**config.mk**
```make
export PLATFORM = sky130hd
export DESIGN_NAME = strip_cond_chain
export DESIGN_NICKNAME = d
export VERILOG_FILES = /design/src/rtl/strip_cond_pkg.sv /design/src/rtl/strip_cal_bank.sv /design/src/rtl/strip_ped_accum.sv /design/src/rtl/strip_hit_emit.sv /design/src/rtl/strip_cond_chain.sv
export SDC_FILE = /design/constraint.sdc
export NUM_CORES = 2
export LEC_CHECK = 0
export BUFFER_PORTS_ARGS = -buffer_cell sky130_fd_sc_hd__buf_4
export CAP_MARGIN = 20
export CORE_ASPECT_RATIO = 1.1
export CORE_MARGIN = 5
export CORE_UTILIZATION = 45
export CTS_CLUSTER_SIZE = 24
export DETAILED_ROUTE_END_ITERATION = 8
export GPL_ROUTABILITY_DRIVEN = 0
export PLACE_DENSITY_LB_ADDON = 0.2
export RECOVER_POWER = 50
export SLEW_MARGIN = 25
export SYNTH_ARGS = -nofsm -noshare
export SYNTH_HDL_FRONTEND = slang
export SYNTH_SLANG_ARGS = --single-unit
```
**constraint.sdc**
```tcl
create_clock -name clk -period 43.8 [get_ports clk]
set_input_delay 10.95 -clock clk [delete_from_list [all_inputs] [get_ports clk]]
set_output_delay 10.95 -clock clk [all_outputs]
set_load 0.05 [all_outputs]
```
**src/rtl/strip_cond_pkg.sv**
```systemverilog
package strip_cond_pkg;
   typedef enum logic {
      CAL_BASE  = 1'b0,
      CAL_LIMIT = 1'b1
   } cal_tbl_e;
endpackage

```
**src/rtl/strip_cal_bank.sv**
```systemverilog
// Calibration table with shadow and active copies. The optional lagged copy
// follows the active copy by one group for use in the emission phase.
module strip_cal_bank #(
   parameter int W      = 8,
   parameter int N      = 64,
   parameter bit LAGGED = 1'b0
) (
   input  logic                 clk,
   input  logic                 rst_n,
   input  logic                 wr_en,
   input  logic [$clog2(N)-1:0] wr_addr,
   input  logic [W-1:0]         wr_data,
   input  logic                 commit_idle,
   input  logic                 commit_grp,
   input  logic [$clog2(N)-1:0] rd_addr,
   output logic [W-1:0]         rd_data
);
   logic [W-1:0] shadow [N];
   logic [W-1:0] active [N];
   logic         commit;

   assign commit = commit_idle | commit_grp;

   always_ff @(posedge clk) begin
      if (!rst_n) begin
         for (int i = 0; i < N; i++) begin
            shadow[i] <= '0;
            active[i] <= '0;
         end
      end else begin
         if (wr_en) shadow[wr_addr] <= wr_data;
         if (commit) begin
            for (int i = 0; i < N; i++) active[i] <= shadow[i];
         end
      end
   end

   generate
      if (LAGGED) begin : g_lag
         logic [W-1:0] lagged [N];
         always_ff @(posedge clk) begin
            if (!rst_n) begin
               for (int i = 0; i < N; i++) lagged[i] <= '0;
            end else if (commit_grp) begin
               for (int i = 0; i < N; i++) lagged[i] <= active[i];
            end
         end
         assign rd_data = lagged[rd_addr];
      end else begin : g_direct
         assign rd_data = active[rd_addr];
      end
   endgenerate
endmodule

```
**src/rtl/strip_ped_accum.sv**
```systemverilog
// Baseline removal, holding buffer and group-sum accumulation.
module strip_ped_accum #(
   parameter int W = 8,
   parameter int N = 64
) (
   input  logic                 clk,
   input  logic                 rst_n,
   input  logic                 s_valid,
   input  logic [W-1:0]         s_data,
   input  logic [W-1:0]         base,
   output logic [$clog2(N)-1:0] idx,
   output logic                 grp_done,
   output logic [W-1:0]         sub,
   output logic [W-1:0]         cm,
   input  logic [$clog2(N)-1:0] rd_addr,
   output logic [W-1:0]         rd_data
);
   localparam int SHIFT = $clog2(N);
   localparam int SUM_W = W + SHIFT;
   localparam logic [SHIFT-1:0] LAST = SHIFT'(N - 1);

   logic [W-1:0]     hold [N];
   logic [SUM_W-1:0] acc;
   logic [SUM_W-1:0] sum_next;

   assign sub      = (s_data > base) ? (s_data - base) : '0;
   assign sum_next = acc + SUM_W'(sub);
   assign grp_done = s_valid && (idx == LAST);
   assign rd_data  = hold[rd_addr];

   always_ff @(posedge clk) begin
      if (s_valid) hold[idx] <= sub;
   end

   always_ff @(posedge clk) begin
      if (!rst_n) begin
         idx <= '0;
         acc <= '0;
         cm  <= '0;
      end else if (s_valid) begin
         if (idx == LAST) begin
            idx <= '0;
            acc <= '0;
            cm  <= W'(sum_next >> SHIFT);
         end else begin
            idx <= idx + 1'b1;
            acc <= sum_next;
         end
      end
   end
endmodule

```
**src/rtl/strip_hit_emit.sv**
```systemverilog
// Walks the holding buffer after a group completes, removes the group offset
// and compares against the lagged limit table.
module strip_hit_emit #(
   parameter int W = 8,
   parameter int N = 64
) (
   input  logic                 clk,
   input  logic                 rst_n,
   input  logic                 start,
   input  logic [W-1:0]         raw,
   input  logic [W-1:0]         cm,
   input  logic [W-1:0]         limit,
   output logic [$clog2(N)-1:0] rd_addr,
   output logic                 busy,
   output logic [W-1:0]         corr,
   output logic                 hit_valid,
   output logic                 hit,
   output logic [$clog2(N)-1:0] hit_idx
);
   localparam int AW = $clog2(N);
   localparam logic [AW-1:0] LAST = AW'(N - 1);

   logic [AW-1:0] ptr;

   assign rd_addr = ptr;
   assign corr    = (raw > cm) ? (raw - cm) : '0;

   always_ff @(posedge clk) begin
      if (!rst_n) begin
         busy <= 1'b0;
         ptr  <= '0;
      end else if (start) begin
         busy <= 1'b1;
         ptr  <= '0;
      end else if (busy) begin
         ptr <= ptr + 1'b1;
         if (ptr == LAST) busy <= 1'b0;
      end
   end

   always_ff @(posedge clk) begin
      if (!rst_n) begin
         hit_valid <= 1'b0;
         hit       <= 1'b0;
         hit_idx   <= '0;
      end else begin
         hit_valid <= busy;
         hit       <= busy && (corr > limit);
         hit_idx   <= busy ? ptr : '0;
      end
   end
endmodule

```
**src/rtl/strip_cond_chain.sv**
```systemverilog
module strip_cond_chain #(
   parameter int SAMPLE_W = 8,
   parameter int GROUP_N  = 64
) (
   input  logic                       clk,
   input  logic                       rst_n,
   input  logic                       s_valid,
   input  logic [SAMPLE_W-1:0]        s_data,
   input  logic                       cfg_we,
   input  logic                       cfg_tbl,
   input  logic [$clog2(GROUP_N)-1:0] cfg_addr,
   input  logic [SAMPLE_W-1:0]        cfg_data,
   output logic                       hit_valid,
   output logic                       hit,
   output logic [$clog2(GROUP_N)-1:0] hit_idx
);
   import strip_cond_pkg::*;

   localparam int AW = $clog2(GROUP_N);

   generate
      if (GROUP_N < 2 || (1 << AW) != GROUP_N) begin : g_bad_group
         $error("GROUP_N must be a power of two and at least 2");
      end
      if (SAMPLE_W < 2) begin : g_bad_width
         $error("SAMPLE_W must be at least 2");
      end
   endgenerate

   cal_tbl_e              tbl_sel;
   logic                  we_base, we_limit;
   logic [AW-1:0]         in_idx;
   logic                  grp_done;
   logic                  idle_edge;
   logic [SAMPLE_W-1:0]   base_v, limit_v, in_sub, cm_v, em_raw, em_corr;
   logic [AW-1:0]         em_addr;
   logic                  em_busy;

   assign tbl_sel   = cal_tbl_e'(cfg_tbl);
   assign we_base   = cfg_we && (tbl_sel == CAL_BASE);
   assign we_limit  = cfg_we && (tbl_sel == CAL_LIMIT);
   assign idle_edge = !s_valid && (in_idx == '0);

   strip_cal_bank #(.W(SAMPLE_W), .N(GROUP_N), .LAGGED(1'b0)) u_base (
      .clk(clk), .rst_n(rst_n),
      .wr_en(we_base), .wr_addr(cfg_addr), .wr_data(cfg_data),
      .commit_idle(idle_edge), .commit_grp(grp_done),
      .rd_addr(in_idx), .rd_data(base_v)
   );

   strip_cal_bank #(.W(SAMPLE_W), .N(GROUP_N), .LAGGED(1'b1)) u_limit (
      .clk(clk), .rst_n(rst_n),
      .wr_en(we_limit), .wr_addr(cfg_addr), .wr_data(cfg_data),
      .commit_idle(idle_edge), .commit_grp(grp_done),
      .rd_addr(em_addr), .rd_data(limit_v)
   );

   strip_ped_accum #(.W(SAMPLE_W), .N(GROUP_N)) u_accum (
      .clk(clk), .rst_n(rst_n),
      .s_valid(s_valid), .s_data(s_data), .base(base_v),
      .idx(in_idx), .grp_done(grp_done), .sub(in_sub), .cm(cm_v),
      .rd_addr(em_addr), .rd_data(em_raw)
   );

   strip_hit_emit #(.W(SAMPLE_W), .N(GROUP_N)) u_emit (
      .clk(clk), .rst_n(rst_n),
      .start(grp_done), .raw(em_raw), .cm(cm_v), .limit(limit_v),
      .rd_addr(em_addr), .busy(em_busy), .corr(em_corr),
      .hit_valid(hit_valid), .hit(hit), .hit_idx(hit_idx)
   );
endmodule

```
# Yosys cells after proc, flatten, opt, wreduce, memory -nomap -nowiden
# Memory sizes are Yosys's and may differ from the RTL's. A register that Yosys moved wholly into a read port is not among the register bits.
# Cells that the tools add are included.
dict set report word_totals {
  mem_bits_rw 3072
  output_inout_bits 8
  mem_count 6
  latchBits 0
  mem_bits_ro 0
  in_bits 27
  regBits 43
}
# name words width rd rd_clocked_by_memory_dff wr line
set memory_table {}
lappend memory_table {u_accum.hold 64 8 1 1 1 strip_ped_accum.sv:22} ;# logic [W-1:0] hold [N];
lappend memory_table {u_base.active 64 8 1 1 64 strip_cal_bank.sv:19} ;# logic [W-1:0] active [N];
lappend memory_table {u_base.shadow 64 8 64 0 64 strip_cal_bank.sv:18} ;# logic [W-1:0] shadow [N];
lappend memory_table {u_limit.active 64 8 64 0 64 strip_cal_bank.sv:19}
lappend memory_table {u_limit.g_lag.lagged 64 8 1 1 64 strip_cal_bank.sv:40} ;# logic [W-1:0] lagged [N];
lappend memory_table {u_limit.shadow 64 8 64 0 64 strip_cal_bank.sv:18}
dict set report op_classes {
  mux 226
  div_mod_pow 0
  addsub 5
  reduce_logical 12
  n_bitwise 195
  n_shift 0
  order_cmp 3
  eq_ne 2
  mul 0
}
# operator count
set op_table {}
lappend op_table {{8-bit two-way mux} 196}
lappend op_table {{1-bit OR} 193}
lappend op_table {{6-bit two-way mux} 9}
lappend op_table {{8-bit greater-than comparator} 3}
lappend op_table {{1-bit two-way mux} 20}
lappend op_table {{8-bit OR reduction} 2}
lappend op_table {{8-bit subtractor} 2}
lappend op_table {{14-bit by 8-bit adder with 14-bit output} 1}
lappend op_table {{14-bit two-way mux} 1}
lappend op_table {{6-bit by 1-bit adder with 6-bit output (second input constant)} 2}
lappend op_table {{6-bit equality test (second input constant)} 2}
lappend op_table {{6-bit logical NOT} 1}
lappend op_table {{1-bit logical AND} 5}
lappend op_table {{2-bit AND reduction} 2}
lappend op_table {{1-bit inverter} 2}
lappend op_table {{2-bit OR reduction} 1}
lappend op_table {{1-bit logical NOT} 1}

# Longest topological paths before layout
dict set report depth {
  ltp_word 7
  depth_mapped 27
}

# Hierarchy
# A second synthesis with hierarchy kept.
dict set report unflattened {
  hier_cells 7701
  area_unflattened_um2 126694.0
}
# mod cells_each area_each_um2 n_inst
set modules_own_cells {}
lappend modules_own_cells {{strip_cal_bank (u_limit)} 3759 61421.4 1}
lappend modules_own_cells {{strip_cal_bank (u_base)} 2648 42490.8 1}
lappend modules_own_cells {strip_ped_accum 1156 21634.5 1}
lappend modules_own_cells {strip_hit_emit 134 1114.8 1}
lappend modules_own_cells {strip_cond_chain 4 32.5 1}

# Worst setup path before layout
# Ideal clock, no wire load.
dict set report synth_timing {
  path_type {input -> register}
  start {input port rst_n}
  end {memory u_base.active[0][0], enable pin}
  path_stages 5
  slack_ns -0.243
  setup_time_ns 9.546
  arrival_ns 34.497
  n_path_buf 4
  cell_sequence {buf_2 clkbuf_1 clkbuf_1 buf_1 nand3_1}
}
# item line
set synth_lines {}
lappend synth_lines {{from (decl)} strip_cond_chain.sv:6} ;# input logic rst_n,
lappend synth_lines {{to (decl)} strip_cal_bank.sv:19}

==> impl_metrics.env <==
export IMPL_outcome="complete, but fails checks"
export IMPL_violations="capacitance limit, slew limit"
export IMPL_initial_core_util_pct=45.20
export IMPL_dieArea_um2=292800
export IMPL_cap_viol_max_count=23
export IMPL_synthToLayoutAreaGrowth_pct=10.92
export IMPL_grt_use_met2_pct=33.01
export IMPL_postPlaceCellArea_um2=130800
export IMPL_post_route_cell_area_um2=140800
export IMPL_place_inst=11020
export IMPL_power_static_leakage_nw=47.93
export IMPL_ioPinCount=35
export IMPL_cts_root_buffer="clkbuf_16"
export IMPL_setup_violations=0
export IMPL_ys_seq_area_share_pct=73.55
export IMPL_wl_per_cell_um=24.83
export IMPL_fin_skew_ps=50.23
export IMPL_grt_util_met1_pct=26.78
export IMPL_htree_levels=5
export IMPL_stdcell_count=11610
export IMPL_final_setup_tns_ps=0
export IMPL_rsz0062_at_grt="false"
export IMPL_grt_antenna_before_repair=14
export IMPL_clockBufferDepth=4
export IMPL_met3_usage_pct=2.742
export IMPL_synthCells=7664
export IMPL_die_x_um=516.4
export IMPL_fin_util_pct=50.14
export IMPL_dpl_worst_slack_ps=27150
export IMPL_post_dp_hpwl_um=170700
export IMPL_p_per_area_nw_per_um2=47.45
export IMPL_fill_cells=23050
export IMPL_worst_slew_pin_slew_ps=9143
export IMPL_syn_area_per_cell_um2=16.56
export IMPL_critPathMaxFanout=161
export IMPL_grt_max_degree=267
export IMPL_syn_nets=7729
export IMPL_drtIter0Drc=5574
export IMPL_crit_path_end_kind="flop"
export IMPL_crit_type="in2reg"
export IMPL_cts_repair_resized=0
export IMPL_rows=204
export IMPL_cp_arrival_ps=24360
export IMPL_relSlewSlack_pct=-509.5
export IMPL_viasPerCell=5.377
export IMPL_cts_tree="built"
export IMPL_synthArstFlopShare_pct=0
export IMPL_grt_usage_pct=19.55
export IMPL_grt_pass1_vias=63970
export IMPL_yosysWarnings=0
export IMPL_fin_ws_ps=19890
export IMPL_min_path_type="reg2reg"
export IMPL_worstSetupStartpointType="input port"
export IMPL_cp_required_ps=44250
export IMPL_fin_crit_sh_pct=54.59
export IMPL_cts_buffers_inserted=326
export IMPL_layout_nets=7702
export IMPL_antenna_left=0
export IMPL_clk_latency_ps=860
export IMPL_synth_edf_count=3072
export IMPL_ys_ff_latch=3127
export IMPL_portBuffers=34
export IMPL_synth_distinct_cells=66
export IMPL_vias=62410
export IMPL_synthFlopType="edfxtp_1"
export IMPL_cts_sinks=3127
export IMPL_wirelength_um=288200
export IMPL_max_freq_ghz=0.04183
export IMPL_dr_pass1_iters=6
export IMPL_period_minus_slack_ps=23910
export IMPL_hold_buffers=0
export IMPL_fp_dieH_um=567.0
export IMPL_core_area_um2=280800
export IMPL_finalHoldViolations=0
export IMPL_whs_ps=486.6
export IMPL_drc=0
export IMPL_grt_pass1_wl_um=428200
export IMPL_clk_transition_reported_paths_ps=60
export IMPL_irDropWorstVdd_mv=0.03823
export IMPL_synth_area_um2=126900
export IMPL_finalMaxSlewViolations=1913
export IMPL_fin_total_pwr_mw=6.680
export IMPL_cts_setup_buffers=0
export IMPL_top_usage_layer="met2"
export IMPL_overflow=0
export IMPL_drive_gt1_share_pct=12.72
==> per-layer routing <==
metal | vias up | share of wire, %
met5 | - | 0
met4 | 0 | 2.7
met3 | 427 | 4.9
met2 | 1511 | 50
met1 | 32220 | 42
li1 | 28260 | -
==> layout make-up <==
| cell class | count | area [um2] | share of cell area (%) |
|---|---|---|---|
| Antenna cell | 14 | 35.03 | 0.02489 |
| Clock buffer | 401 | 8621 | 6.124 |
| Clock inverter | 175 | 1623 | 1.153 |
| Inverter | 25 | 93.84 | 0.06666 |
| Multi-Input combinational cell | 3980 | 31110 | 22.10 |
| Sequential cell | 3127 | 93370 | 66.33 |
| Tap cell | 3708 | 4639 | 3.296 |
| Timing Repair Buffer | 177 | 1281 | 0.9101 |
==> worst paths after layout <==
kind	startpoint	endpoint	slack, ps	depth (start not counted)
max	rst_n	u_base.active[49][1]	19890	7
min	u_accum.cm[0]	u_accum.cm[0]	490	2
max reg2reg	u_accum.idx[4]	u_base.active[49][1]	29910	8
min reg2reg	u_accum.cm[0]	u_accum.cm[0]	490	2
==> state kept, by name, summed over array words and instances (netlist names), named ones only <==
register and flops:
u_base.active 512, u_limit.shadow 512, u_emit.hit 1, u_limit.active 512
u_emit.hit_valid 1, u_emit.hit_idx 6, u_emit.busy 1, u_accum.hold 512
u_base.shadow 512, u_emit.rd_addr 6, u_accum.cm 8, u_limit.g_lag.lagged 512
u_accum.acc 14, u_accum.idx 6
==> critical path, stage by stage <==
cell and delay, ps:
clkbuf_1 1010, nand3_1 2630, clkbuf_1 6500, buf_4 1470
buf_4 460, buf_16 310, buf_4 790
==> cell usage after synthesis (16+ instances only) <==
| cell | n | area [um2] |
|---|---|---|
| clkbuf_1 | 394 | 1479 |
| o22ai_1 | 37 | 231.5 |
| a211oi_1 | 25 | 187.7 |
| a21oi_1 | 33 | 165.2 |
| nor2_1 | 267 | 1002 |
| a22oi_1 | 16 | 120.1 |
| nor3_1 | 21 | 105.1 |
| dfxtp_1 | 55 | 1101 |
| buf_6 | 28 | 315.3 |
| ha_1 | 35 | 437.9 |
| nand4_1 | 19 | 118.9 |
| edfxtp_1 | 3072 | 92250 |
| and2_1 | 2301 | 14400 |
| o21ai_0 | 190 | 950.9 |
| buf_2 | 57 | 285.3 |
| nand2_1 | 39 | 146.4 |
| mux4_2 | 390 | 8783 |
| a221oi_1 | 35 | 306.5 |
| buf_1 | 18 | 67.56 |
| and3_1 | 279 | 1745 |
| buf_4 | 27 | 202.7 |
| inv_1 | 25 | 93.84 |
| or3_1 | 19 | 118.9 |
| nor2b_1 | 39 | 244.0 |
| mux2i_1 | 50 | 500.5 |
| a22o_1 | 20 | 175.2 |
==> power by group <==
| part | internal [mW] | total, mW | switching (mW) | leakage, nW |
|---|---|---|---|---|
| sequential | 3.54 | 3.59 | 0.0506 | 30.9 |
| clock | 1.55 | 2.69 | 1.14 | 5.02 |
| combinational | 0.120 | 0.402 | 0.282 | 12.1 |
| total | 5.21 | 6.68 | 1.47 | 47.9 |
==> placed cells by master, fill, tap and decap left out, types with 108 or more instances in the layout <==
cell type	synthesis	final
edfxtp_1	3072	3072
and2_1	2301	1389
and2_0	1	913
mux4_2	390	390
clkbuf_16	0	332
and3_1	279	279
nor2_1	267	274
o21ai_0	190	139
clkbuf_1	394	114
buf_4	27	108
==> cells by family after synthesis <==
family | share of synthesized area (%)
simple gates | 14.46
compound gates | 2.084
xor+xnor | 0.2001
flops | 73.55
fa+ha+maj | 0.3924
buf+inv | 1.957
mux | 7.359
No activity file was read; power rests on OpenSTA's default activity.
